[config.mk]
export PLATFORM = sky130hd
export DESIGN_NAME = multirate_refresh_seq
export DESIGN_NICKNAME = d
export VERILOG_FILES = /design/src/rtl/refseq_pkg.sv /design/src/rtl/refseq_weak_table.sv /design/src/rtl/refseq_phase_lookup.sv /design/src/rtl/refseq_slot_ctrl.sv /design/src/rtl/multirate_refresh_seq.sv
export SDC_FILE = /design/constraint.sdc
export NUM_CORES = 2
export LEC_CHECK = 0
export BUFFER_PORTS_ARGS = -buffer_cell sky130_fd_sc_hd__buf_2
export CAP_MARGIN = 20
export CORE_MARGIN = 3
export CORE_UTILIZATION = 35
export CTS_BUF_LIST = sky130_fd_sc_hd__clkbuf_4 sky130_fd_sc_hd__clkbuf_8
export CTS_CLUSTER_DIAMETER = 60
export CTS_CLUSTER_SIZE = 16
export DETAILED_ROUTE_END_ITERATION = 7
export MAX_ROUTING_LAYER = met4
export PLACE_DENSITY_LB_ADDON = 0.08
export REMOVE_ABC_BUFFERS = 1
export SYNTH_ARGS = -nofsm -noshare
export SYNTH_HDL_FRONTEND = slang
export SYNTH_HIERARCHICAL = 1
export SYNTH_SLANG_ARGS = --single-unit
[constraint.sdc]
create_clock -name clk -period 3.03 [get_ports clk]
set_input_delay 0.606 -clock clk [delete_from_list [all_inputs] [get_ports clk]]
set_output_delay 0.606 -clock clk [all_outputs]
set_load 0.005 [all_outputs]
[src/rtl/refseq_pkg.sv]
package refseq_pkg;

    typedef enum logic {
        SEQ_IDLE = 1'b0,
        SEQ_SLOT = 1'b1
    } seq_state_e;

    localparam int unsigned PHASE_CNT = 3;

    // Lowest set bit of a candidate mask; phase 0 (+N/4) has priority.
    function automatic logic [1:0] first_phase(input logic [PHASE_CNT-1:0] m);
        logic [1:0] r;
        if (m[0])      r = 2'd0;
        else if (m[1]) r = 2'd1;
        else           r = 2'd2;
        return r;
    endfunction

endpackage

[src/rtl/refseq_weak_table.sv]
module refseq_weak_table #(
    parameter int unsigned NUM_GROUPS = 1024,
    localparam int unsigned GW = $clog2(NUM_GROUPS)
) (
    input  logic          clk,
    input  logic          rst_n,
    input  logic          wr_en_i,
    input  logic [GW-1:0] wr_addr_i,
    input  logic          wr_bit_i,
    input  logic [GW-1:0] rd_addr_i,
    output logic          rd_bit_o
);

    logic [NUM_GROUPS-1:0] bits_d, bits_q;

    for (genvar g = 0; g < NUM_GROUPS; g++) begin : g_bit
        always_comb begin
            bits_d[g] = bits_q[g];
            if (wr_en_i && (wr_addr_i == GW'(g))) begin
                bits_d[g] = wr_bit_i;
            end
        end
    end

    always_ff @(posedge clk or negedge rst_n) begin
        if (!rst_n) begin
            bits_q <= '0;
        end else begin
            bits_q <= bits_d;
        end
    end

    assign rd_bit_o = bits_q[rd_addr_i];

endmodule

[src/rtl/refseq_phase_lookup.sv]
module refseq_phase_lookup #(
    parameter int unsigned NUM_GROUPS = 1024,
    localparam int unsigned GW = $clog2(NUM_GROUPS)
) (
    input  logic          clk,
    input  logic          rst_n,
    input  logic          start_i,
    input  logic [GW-1:0] base_i,
    output logic [GW-1:0] rd_addr_o,
    input  logic          rd_bit_i,
    output logic [2:0]    mask_o
);

    localparam logic [GW-1:0] OFS_Q1 = GW'(NUM_GROUPS / 4);
    localparam logic [GW-1:0] OFS_Q2 = GW'(NUM_GROUPS / 2);
    localparam logic [GW-1:0] OFS_Q3 = GW'((3 * NUM_GROUPS) / 4);

    typedef struct packed {
        logic          active;
        logic [1:0]    step;
        logic [GW-1:0] base;
        logic [2:0]    mask;
    } lk_state_t;

    lk_state_t lk_d, lk_q;
    logic [GW-1:0] step_ofs;

    always_comb begin
        case (lk_q.step)
            2'd0:    step_ofs = OFS_Q1;
            2'd1:    step_ofs = OFS_Q2;
            default: step_ofs = OFS_Q3;
        endcase
        rd_addr_o = lk_q.base + step_ofs;

        lk_d = lk_q;
        if (start_i) begin
            lk_d.active = 1'b1;
            lk_d.step   = 2'd0;
            lk_d.base   = base_i;
            lk_d.mask   = 3'b000;
        end else if (lk_q.active) begin
            lk_d.mask[lk_q.step] = rd_bit_i;
            if (lk_q.step == 2'd2) begin
                lk_d.active = 1'b0;
            end else begin
                lk_d.step = lk_q.step + 2'd1;
            end
        end
    end

    always_ff @(posedge clk or negedge rst_n) begin
        if (!rst_n) begin
            lk_q <= '0;
        end else begin
            lk_q <= lk_d;
        end
    end

    assign mask_o = lk_q.mask;

endmodule

[src/rtl/refseq_slot_ctrl.sv]
module refseq_slot_ctrl
    import refseq_pkg::*;
#(
    parameter int unsigned NUM_GROUPS = 1024,
    parameter int unsigned TRFC_CYC   = 23,
    localparam int unsigned GW = $clog2(NUM_GROUPS),
    localparam int unsigned CW = $clog2(TRFC_CYC)
) (
    input  logic          clk,
    input  logic          rst_n,
    input  logic          ref_cmd_i,
    input  logic [2:0]    lk_mask_i,
    output logic          lk_start_o,
    output logic [GW-1:0] lk_base_o,
    output logic          busy_o,
    output logic [GW-1:0] group_o,
    output logic          extra_o,
    output logic          err_o
);

    localparam logic [CW-1:0] CNT_LOAD = CW'(TRFC_CYC - 1);
    localparam logic [GW-1:0] OFS_Q1 = GW'(NUM_GROUPS / 4);
    localparam logic [GW-1:0] OFS_Q2 = GW'(NUM_GROUPS / 2);
    localparam logic [GW-1:0] OFS_Q3 = GW'((3 * NUM_GROUPS) / 4);

    typedef struct packed {
        seq_state_e    st;
        logic [CW-1:0] cnt;
        logic [GW-1:0] ctr;
        logic [GW-1:0] grp;
        logic [GW-1:0] base;
        logic [2:0]    pend;
        logic          extra;
        logic          err;
    } sc_state_t;

    sc_state_t sc_d, sc_q;
    logic [2:0]    mask_now;
    logic [1:0]    pick;
    logic [GW-1:0] pick_ofs;

    always_comb begin
        sc_d       = sc_q;
        sc_d.err   = 1'b0;
        lk_start_o = 1'b0;
        mask_now   = 3'b000;
        pick       = 2'd0;
        pick_ofs   = OFS_Q1;

        if (ref_cmd_i && (sc_q.st == SEQ_SLOT)) begin
            sc_d.err = 1'b1;
        end

        case (sc_q.st)
            SEQ_IDLE: begin
                if (ref_cmd_i) begin
                    sc_d.st    = SEQ_SLOT;
                    sc_d.cnt   = CNT_LOAD;
                    sc_d.grp   = sc_q.ctr;
                    sc_d.base  = sc_q.ctr;
                    sc_d.ctr   = sc_q.ctr + 1'b1;
                    sc_d.extra = 1'b0;
                    sc_d.pend  = 3'b000;
                    lk_start_o = 1'b1;
                end
            end
            SEQ_SLOT: begin
                if (sc_q.cnt == '0) begin
                    mask_now = sc_q.extra ? sc_q.pend : lk_mask_i;
                    if (mask_now != 3'b000) begin
                        pick = first_phase(mask_now);
                        case (pick)
                            2'd0:    pick_ofs = OFS_Q1;
                            2'd1:    pick_ofs = OFS_Q2;
                            default: pick_ofs = OFS_Q3;
                        endcase
                        sc_d.grp   = sc_q.base + pick_ofs;
                        sc_d.pend  = mask_now & ~(3'b001 << pick);
                        sc_d.extra = 1'b1;
                        sc_d.cnt   = CNT_LOAD;
                    end else begin
                        sc_d.st    = SEQ_IDLE;
                        sc_d.extra = 1'b0;
                        sc_d.pend  = 3'b000;
                    end
                end else begin
                    sc_d.cnt = sc_q.cnt - 1'b1;
                end
            end
            default: sc_d.st = SEQ_IDLE;
        endcase
    end

    always_ff @(posedge clk or negedge rst_n) begin
        if (!rst_n) begin
            sc_q <= '0;
        end else begin
            sc_q <= sc_d;
        end
    end

    assign lk_base_o = sc_q.ctr;
    assign busy_o    = (sc_q.st == SEQ_SLOT);
    assign group_o   = sc_q.grp;
    assign extra_o   = sc_q.extra;
    assign err_o     = sc_q.err;

endmodule

[src/rtl/multirate_refresh_seq.sv]
module multirate_refresh_seq #(
    parameter int unsigned NUM_GROUPS = 1024,
    parameter int unsigned TRFC_CYC   = 23,
    localparam int unsigned GW = $clog2(NUM_GROUPS)
) (
    input  logic          clk,
    input  logic          rst_n,
    input  logic          ref_cmd_i,
    input  logic          tbl_we_i,
    input  logic [GW-1:0] tbl_addr_i,
    input  logic          tbl_wdata_i,
    output logic          ref_busy_o,
    output logic [GW-1:0] ref_group_o,
    output logic          ref_extra_o,
    output logic          ref_err_o
);

    logic          lk_start;
    logic [GW-1:0] lk_base;
    logic [GW-1:0] lk_rd_addr;
    logic          lk_rd_bit;
    logic [2:0]    lk_mask;

    refseq_weak_table #(.NUM_GROUPS(NUM_GROUPS)) u_table (
        .clk       (clk),
        .rst_n     (rst_n),
        .wr_en_i   (tbl_we_i),
        .wr_addr_i (tbl_addr_i),
        .wr_bit_i  (tbl_wdata_i),
        .rd_addr_i (lk_rd_addr),
        .rd_bit_o  (lk_rd_bit)
    );

    refseq_phase_lookup #(.NUM_GROUPS(NUM_GROUPS)) u_lookup (
        .clk       (clk),
        .rst_n     (rst_n),
        .start_i   (lk_start),
        .base_i    (lk_base),
        .rd_addr_o (lk_rd_addr),
        .rd_bit_i  (lk_rd_bit),
        .mask_o    (lk_mask)
    );

    refseq_slot_ctrl #(.NUM_GROUPS(NUM_GROUPS), .TRFC_CYC(TRFC_CYC)) u_ctrl (
        .clk        (clk),
        .rst_n      (rst_n),
        .ref_cmd_i  (ref_cmd_i),
        .lk_mask_i  (lk_mask),
        .lk_start_o (lk_start),
        .lk_base_o  (lk_base),
        .busy_o     (ref_busy_o),
        .group_o    (ref_group_o),
        .extra_o    (ref_extra_o),
        .err_o      (ref_err_o)
    );

endmodule

==> Word level (Yosys, flattened, before mapping) <==
Index checks and enable logic that the tools add are counted.
{ "op_classes": {"shifts": 1, "add_sub_neg": 5, "eq_ne": 1031, "bitwise": 3, "mux": 37, "n_lt_le_gt_ge": 3, "n_reduce_logical": 1037} }
{ "ops": {"columns": ["op", "n"], "rows": [
  ["equality test 10 bit (second input constant)", 512],
  ["equality test 10 x 9 -> 1 bit (second input constant)", 256],
  ["equality test 10 x 8 -> 1 bit (second input constant)", 128],
  ["logical AND 1 bit", 1026],
  ["equality test 10 x 7 -> 1 bit (second input constant)", 64],
  ["equality test 10 x 6 -> 1 bit (second input constant)", 32],
  ["equality test 10 x 5 -> 1 bit (second input constant)", 16],
  ["equality test 10 x 4 -> 1 bit (second input constant)", 8],
  ["case mux 10 bit (2 select lines)", 3],
  ["2-to-1 mux 10 bit", 5],
  ["equality test 10 x 3 -> 1 bit (second input constant)", 4],
  ["2-to-1 mux 40 bit", 1],
  ["adder 10 bit", 2],
  ["equality test 10 x 2 -> 1 bit (second input constant)", 2],
  ["2-to-1 mux 3 bit", 5],
  ["2-to-1 mux 2 bit", 6],
  ["case mux 6 bit (2 select lines)", 1],
  ["less-than comparator 10 x 11 -> 1 bit (second input constant)", 1],
  ["adder 10 x 1 -> 10 bit (second input constant)", 1],
  ["binary-select mux 1 bit (select 10 bit)", 1],
  ["equality test 10 x 1 -> 1 bit (second input constant)", 1],
  ["zero test 10 bit", 1],
  ["2-to-1 mux 5 bit", 2],
  ["2-to-1 mux 1 bit", 8],
  ["other kinds (22)", 31]
]} }
{ "word_totals": {"register_bits": 1081, "in_bits": 15, "wordCells": 3153, "out_inout_bits": 13} }

==> Logic depth before layout (Yosys ltp) <==
{ "depth": {"depth_word": 15, "mapped_depth": 15, "depth_no_buf": 13} }

==> Hierarchy <==
The synthesis kept the hierarchy.
{ "by_module_without_submodules": {"columns": ["module", "area_each_um2", "cells_per_inst", "n_inst", "seq_area_each_um2"], "rows": [
  ["refseq_weak_table", 51966.1, 4422, 1, 25624.6],
  ["refseq_slot_ctrl", 1985.7, 190, 1, 1026.0],
  ["refseq_phase_lookup", 823.3, 67, 1, 400.4]
]} }

==> Least setup slack after synthesis <==
Ideal clock, no wire load.
{ "synth_timing": {"path_kind": "flip-flop to flip-flop", "from": "register u_lookup/lk_q[4] (netlist bit)", "to": "register u_lookup.lk_q (netlist bit u_lookup/mask_o[1])", "t_required_ns": 2.909, "n_path_buf": 5, "slack_ns": -0.074, "synth_period_minus_slack_ns": 3.104, "setup_time_ns": 0.121, "arrival_time_ns": 2.983, "stages_incl_launch_ff": 14, "cell_sequence": "dfrtp_1 > buf_4 > buf_2 > buf_2 > buf_2 > clkbuf_1 > mux4_2 > a221oi_1 > o22ai_1 > nor3_1 > nor3_1 > or4_1 > nand3_1 > a21oi_1"} }
{ "synth_between": {"elab_chain_len": 6} }
{ "synth_rtl": {"columns": ["element", "line_no", "source"], "rows": [
  ["start: declaration", "refseq_phase_lookup.sv:25", "lk_state_t lk_d, lk_q;"],
  ["start signal: assignment", "refseq_phase_lookup.sv:56", "lk_q <= lk_d;"],
  ["adder 10 bit", "refseq_phase_lookup.sv:34", "rd_addr_o = lk_q.base + step_ofs;"],
  ["net lk_rd_addr[1]", "multirate_refresh_seq.sv:20", "logic [GW-1:0] lk_rd_addr;"],
  ["binary-select mux 1 bit (select 10 bit)", "refseq_weak_table.sv:33", "assign rd_bit_o = bits_q[rd_addr_i];"],
  ["2-to-1 mux 1 bit (not written as such)", "refseq_weak_table.sv:33", null],
  ["net lk_rd_bit", "multirate_refresh_seq.sv:21", "logic lk_rd_bit;"],
  ["bitwise mux 3 bit", "refseq_phase_lookup.sv:43", "lk_d.mask[lk_q.step] = rd_bit_i;"],
  ["2-to-1 mux 3 bit", "refseq_phase_lookup.sv:42", "end else if (lk_q.active) begin"],
  ["2-to-1 mux 3 bit", "refseq_phase_lookup.sv:37", "if (start_i) begin"]
]} }
The timed path passes the listed nets, and every way through them passes these cells. The select of a mux whose other input is x is not followed.
A chain may end at the register's enable or synchronous reset.

==> Worst setup path in the final report <==
{ "layout_timing": {"from": "register u_lookup/lk_q[3] (netlist bit)", "to": "register u_lookup.lk_q (netlist bit u_lookup/mask_o[1])"} }
{ "layout_between": {"elab_chain_len": 6} }
{ "layout_rtl": {"columns": ["element", "line_no"], "rows": [
  ["adder 10 bit", "refseq_phase_lookup.sv:34"],
  ["binary-select mux 1 bit (select 10 bit)", "refseq_weak_table.sv:33"],
  ["2-to-1 mux 1 bit (not written as such)", "refseq_weak_table.sv:33"],
  ["net lk_rd_bit", "multirate_refresh_seq.sv:21"],
  ["bitwise mux 3 bit", "refseq_phase_lookup.sv:43"],
  ["2-to-1 mux 3 bit", "refseq_phase_lookup.sv:42"],
  ["2-to-1 mux 3 bit", "refseq_phase_lookup.sv:37"]
]} }
The timed path passes the listed nets, and every way through them passes these cells. The select of a mux whose other input is x is not followed.

==> impl_metrics.env <==
export IMPL_worstPathArrival_ns=4.24
export IMPL_async_reset_ff_share_pct=100
export IMPL_power_density_mw_per_mm2=557
export IMPL_hp_class="primary input to asynchronous set/reset pin"
export IMPL_grt_overflow=0
export IMPL_wl_per_cell_um=26.5
export IMPL_synth_area_mux_share_pct=31.9
export IMPL_cpPeakStageDelay_ns=0.56
export IMPL_final_cell_mix="1076 x dfrtp_1, 1032 x mux2_2, 719 x nand2_1"
export IMPL_finalNetCount=4933
export IMPL_start_util_pct=35.4
export IMPL_die_area_mm2=0.161
export IMPL_worst_pin_slew_ns=0.702
export IMPL_drv_slew=0
export IMPL_slowest_stage="or4_4"
export IMPL_vdd_drop_max_mv=0.491
export IMPL_cap_violations=0
export IMPL_cp_startpoint="u_lookup/lk_q[3]$_DFFE_PN0P_"
export IMPL_synth_fa_ha_area_share_pct=0.183
export IMPL_path_class="register to register"
export IMPL_worstPathCellList="buf_12, buf_12, buf_16, buf_12, buf_8, mux4_2, a22oi_1, and3_1, a31oi_4, buf_4, nand4_1, a311oi_1, or4_4, nand3_2, a21oi_2"
export IMPL_floorplan_io_pins=28
export IMPL_synthSimpleGateAreaFrac_pct=11.5
export IMPL_routed_wl_um=187000
export IMPL_grt_usage_pct=23.8
export IMPL_ys_warn_count=6
export IMPL_ff2ff_path_depth=15
export IMPL_finalSetupViolations=3
export IMPL_chipWidth_um=402
export IMPL_ys_top_cells_by_area="dfrtp_1 49%, mux2_2 21%, mux4_2 8.4%, nand2_1 5.0%, nor2_1 4.8%"
export IMPL_r2r_start="u_lookup/lk_q[3]$_DFFE_PN0P_"
export IMPL_postRouteAntennaNets=0
export IMPL_yosys_register_bits=1081
export IMPL_period_needed_ns=3.50
export IMPL_antenna_found_initial=14
export IMPL_crit_path_max_fanout=7
export IMPL_required_ns=3.77
export IMPL_dp_slack_ns=-1.12
export IMPL_grt_pass1_wl_um=279000
export IMPL_numClockSinks=1081
export IMPL_status="finished with violations"
export IMPL_seq_area_mm2=0.0271
export IMPL_insertion_delay_ns=0.86
export IMPL_layout_commonest_cell="dfrtp_1"
export IMPL_finalHoldViolCount=0
export IMPL_hpwlAfterDp_um=127000
export IMPL_cts_made_buffers=133
export IMPL_grt_max_degree=133
export IMPL_vias=37789
export IMPL_grt_pass1_vias=38820
export IMPL_synth_edf_count=0
export IMPL_drive_gt1_share_pct=41.5
export IMPL_clock_path_buffers=3
export IMPL_synth_xor_area_share_pct=0.256
export IMPL_violations="negative setup slack"
export IMPL_viasPerCell=5.35
export IMPL_power_leakage_nw=28.7
export IMPL_synth_top_area_share_pct=49.4
export IMPL_fp_coreArea_mm2=0.155
export IMPL_cp_common_cell="buf_12"
export IMPL_firstDrtPassIters=5
export IMPL_drc_errors=0
export IMPL_syn_area_mm2=0.0548
export IMPL_htreeDepth=4
export IMPL_fin_worst_skew_ns=0.0377
export IMPL_tritoncts="yes"
export IMPL_port_buffers=27
export IMPL_synth_top_family_by_area="multiplexers"
export IMPL_fill_cells=14830
export IMPL_start_kind="register"
export IMPL_relSlewSlack_pct=53.2
export IMPL_synth_top_cell_by_area="dfrtp_1"
export IMPL_ys_types=76
export IMPL_cp_end_kind="register"
export IMPL_rows=144
export IMPL_multiInputGateArea_mm2=0.0261
export IMPL_setup_ws_ns=-0.473
export IMPL_reg2reg_slack_ns=-0.47
export IMPL_gp_congestion=0.834
export IMPL_fin_util_pct=41.4
export IMPL_syn_area_per_cell_um2=11.7
export IMPL_area_growth_pct=16.9
export IMPL_max_freq_mhz=286
export IMPL_clock_root_buffer="clkbuf_8"
export IMPL_fin_crit_sh_pct=116
export IMPL_drtIter0Drc=2821
export IMPL_dieHeight_um=402
export IMPL_path_clk_slew_ns=0.09
export IMPL_yosysSeqAreaShare_pct=49.4
export IMPL_synth_compound_area_share_pct=3.01
export IMPL_netlist_instances=4679
export IMPL_rsz0062_at_grt="true"
export IMPL_synth_top_flop_cell="dfrtp_1"
## layout make-up
cell class / count / share of cell area (%)
Sequential cell: 1081 / 42.3
Tap cell: 2044 / 3.99
Clock inverter: 74 / 1.36
Inverter: 20 / 0.117
Multi-Input combinational cell: 3171 / 40.8
Antenna cell: 9 / 0.0352
Clock buffer: 160 / 3.31
Timing Repair Buffer: 503 / 8.12
## power by group
group	leakage, nW	total (mW)	internal [mW]	switching, mW
sequential	15.0	15.1	14.8	0.346
clock	1.50	12.2	5.82	6.33
combinational	12.2	8.39	3.94	4.45
## metal layers
metal  global-route usage, %  part of all wire (%)  vias to the layer above
met5                       -                     0                        -
met4                    4.89                   1.8                        0
met3                    3.18                   4.1                      193
met2                    36.0                    46                      701
met1                    34.2                    48                    20053
li1                        -                     -                    16842
## cell usage after synthesis (all sizes together) (4+ instances only)
cell type,count
nor2b,18
and4,4
inv,18
a221o,4
a31oi,6
o221ai,41
a221oi,12
nor4,7
nand2b,14
nand2,723
a21o,5
mux2,1036
xor2,4
o22ai,23
and3,7
nand4,12
ha,8
buf,117
a2111oi,4
a21oi,34
a311oi,4
a22oi,29
nor2,706
xnor2,12
a22o,14
dfrtp,1081
o21ai,14
nand3,30
and2,13
mux4,214
nor3,24
mux2i,96
clkbuf,290
o31ai,5
## per-stage QoR
step | hold slack, ns | setup TNS, ns | cells | instance area (µm²) | power (mW)
floorplan | 0.310 | -1118.68 | 4272 | 52800 | 18.0
global placement | 0.458 | -3.49 | 6773 | 60000 | 22.7
detailed placement | 0.463 | -3.32 | 6773 | 60000 | 22.7
CTS | 0.196 | -1.38 | 7041 | 63800 | 36.1
global route | 0.234 | -1.53 | 7062 | 64000 | 37.2
finish | 0.309 | -1.39 | 7062 | 64000 | 35.7
## kinds of logic (layout without fill, tap and decap cells)
family	Yosys count	after routing
xor gates and xnor gates	16	16
DFF	1081	1081
buffers and inverters	427	757
other	0	9
AOI/OAI and AO/OA	222	222
adders and majority gates	8	8
and+or+nand+nor	1579	1579
muxes	1346	1346
## timing repair
action,4_1_cts,5_1_grt
endpoints found under the setup margin,3,3
cloned,6,0
hold buffers,2,0
resized for setup,99,35
buffers inserted,29,18
endpoints found under the hold margin,21,0
pin swaps,20,22
## final timing paths
path                                                   endpoint
min in group clk                u_table/bits_q[565]$_DFFE_PN0P_
worst min register to register       u_ctrl/sc_q[9]$_DFFE_PN0P_
worst max-delay path             u_lookup/mask_o[1]$_DFFE_PN0P_
worst max register to register   u_lookup/mask_o[1]$_DFFE_PN0P_
worst min-delay path              u_ctrl/group_o[0]$_DFFE_PN0P_
max in group asynchronous       u_table/bits_q[460]$_DFFE_PN0P_
## worst max-delay path, delay by kind of cell (launching register included)
family	cells	cell delay (ns)
buf+inv	6	0.87
simple gates	4	1.11
flops	1	0.43
mux	1	0.51
compound gates	4	0.40
## flip-flops by register name, summed over array words and instances, names as in the netlist
| register | cells |
|---|---|
| u_ctrl/lk_base_o | 10 |
| u_ctrl/busy_o | 1 |
| u_ctrl/group_o | 10 |
| u_lookup/mask_o | 3 |
| u_ctrl/extra_o | 1 |
| u_table/bits_q | 1024 |
| u_ctrl/err_o | 1 |
| u_ctrl/sc_q | 18 |
| u_lookup/lk_q | 13 |
(Power assumes the default switching activity.)
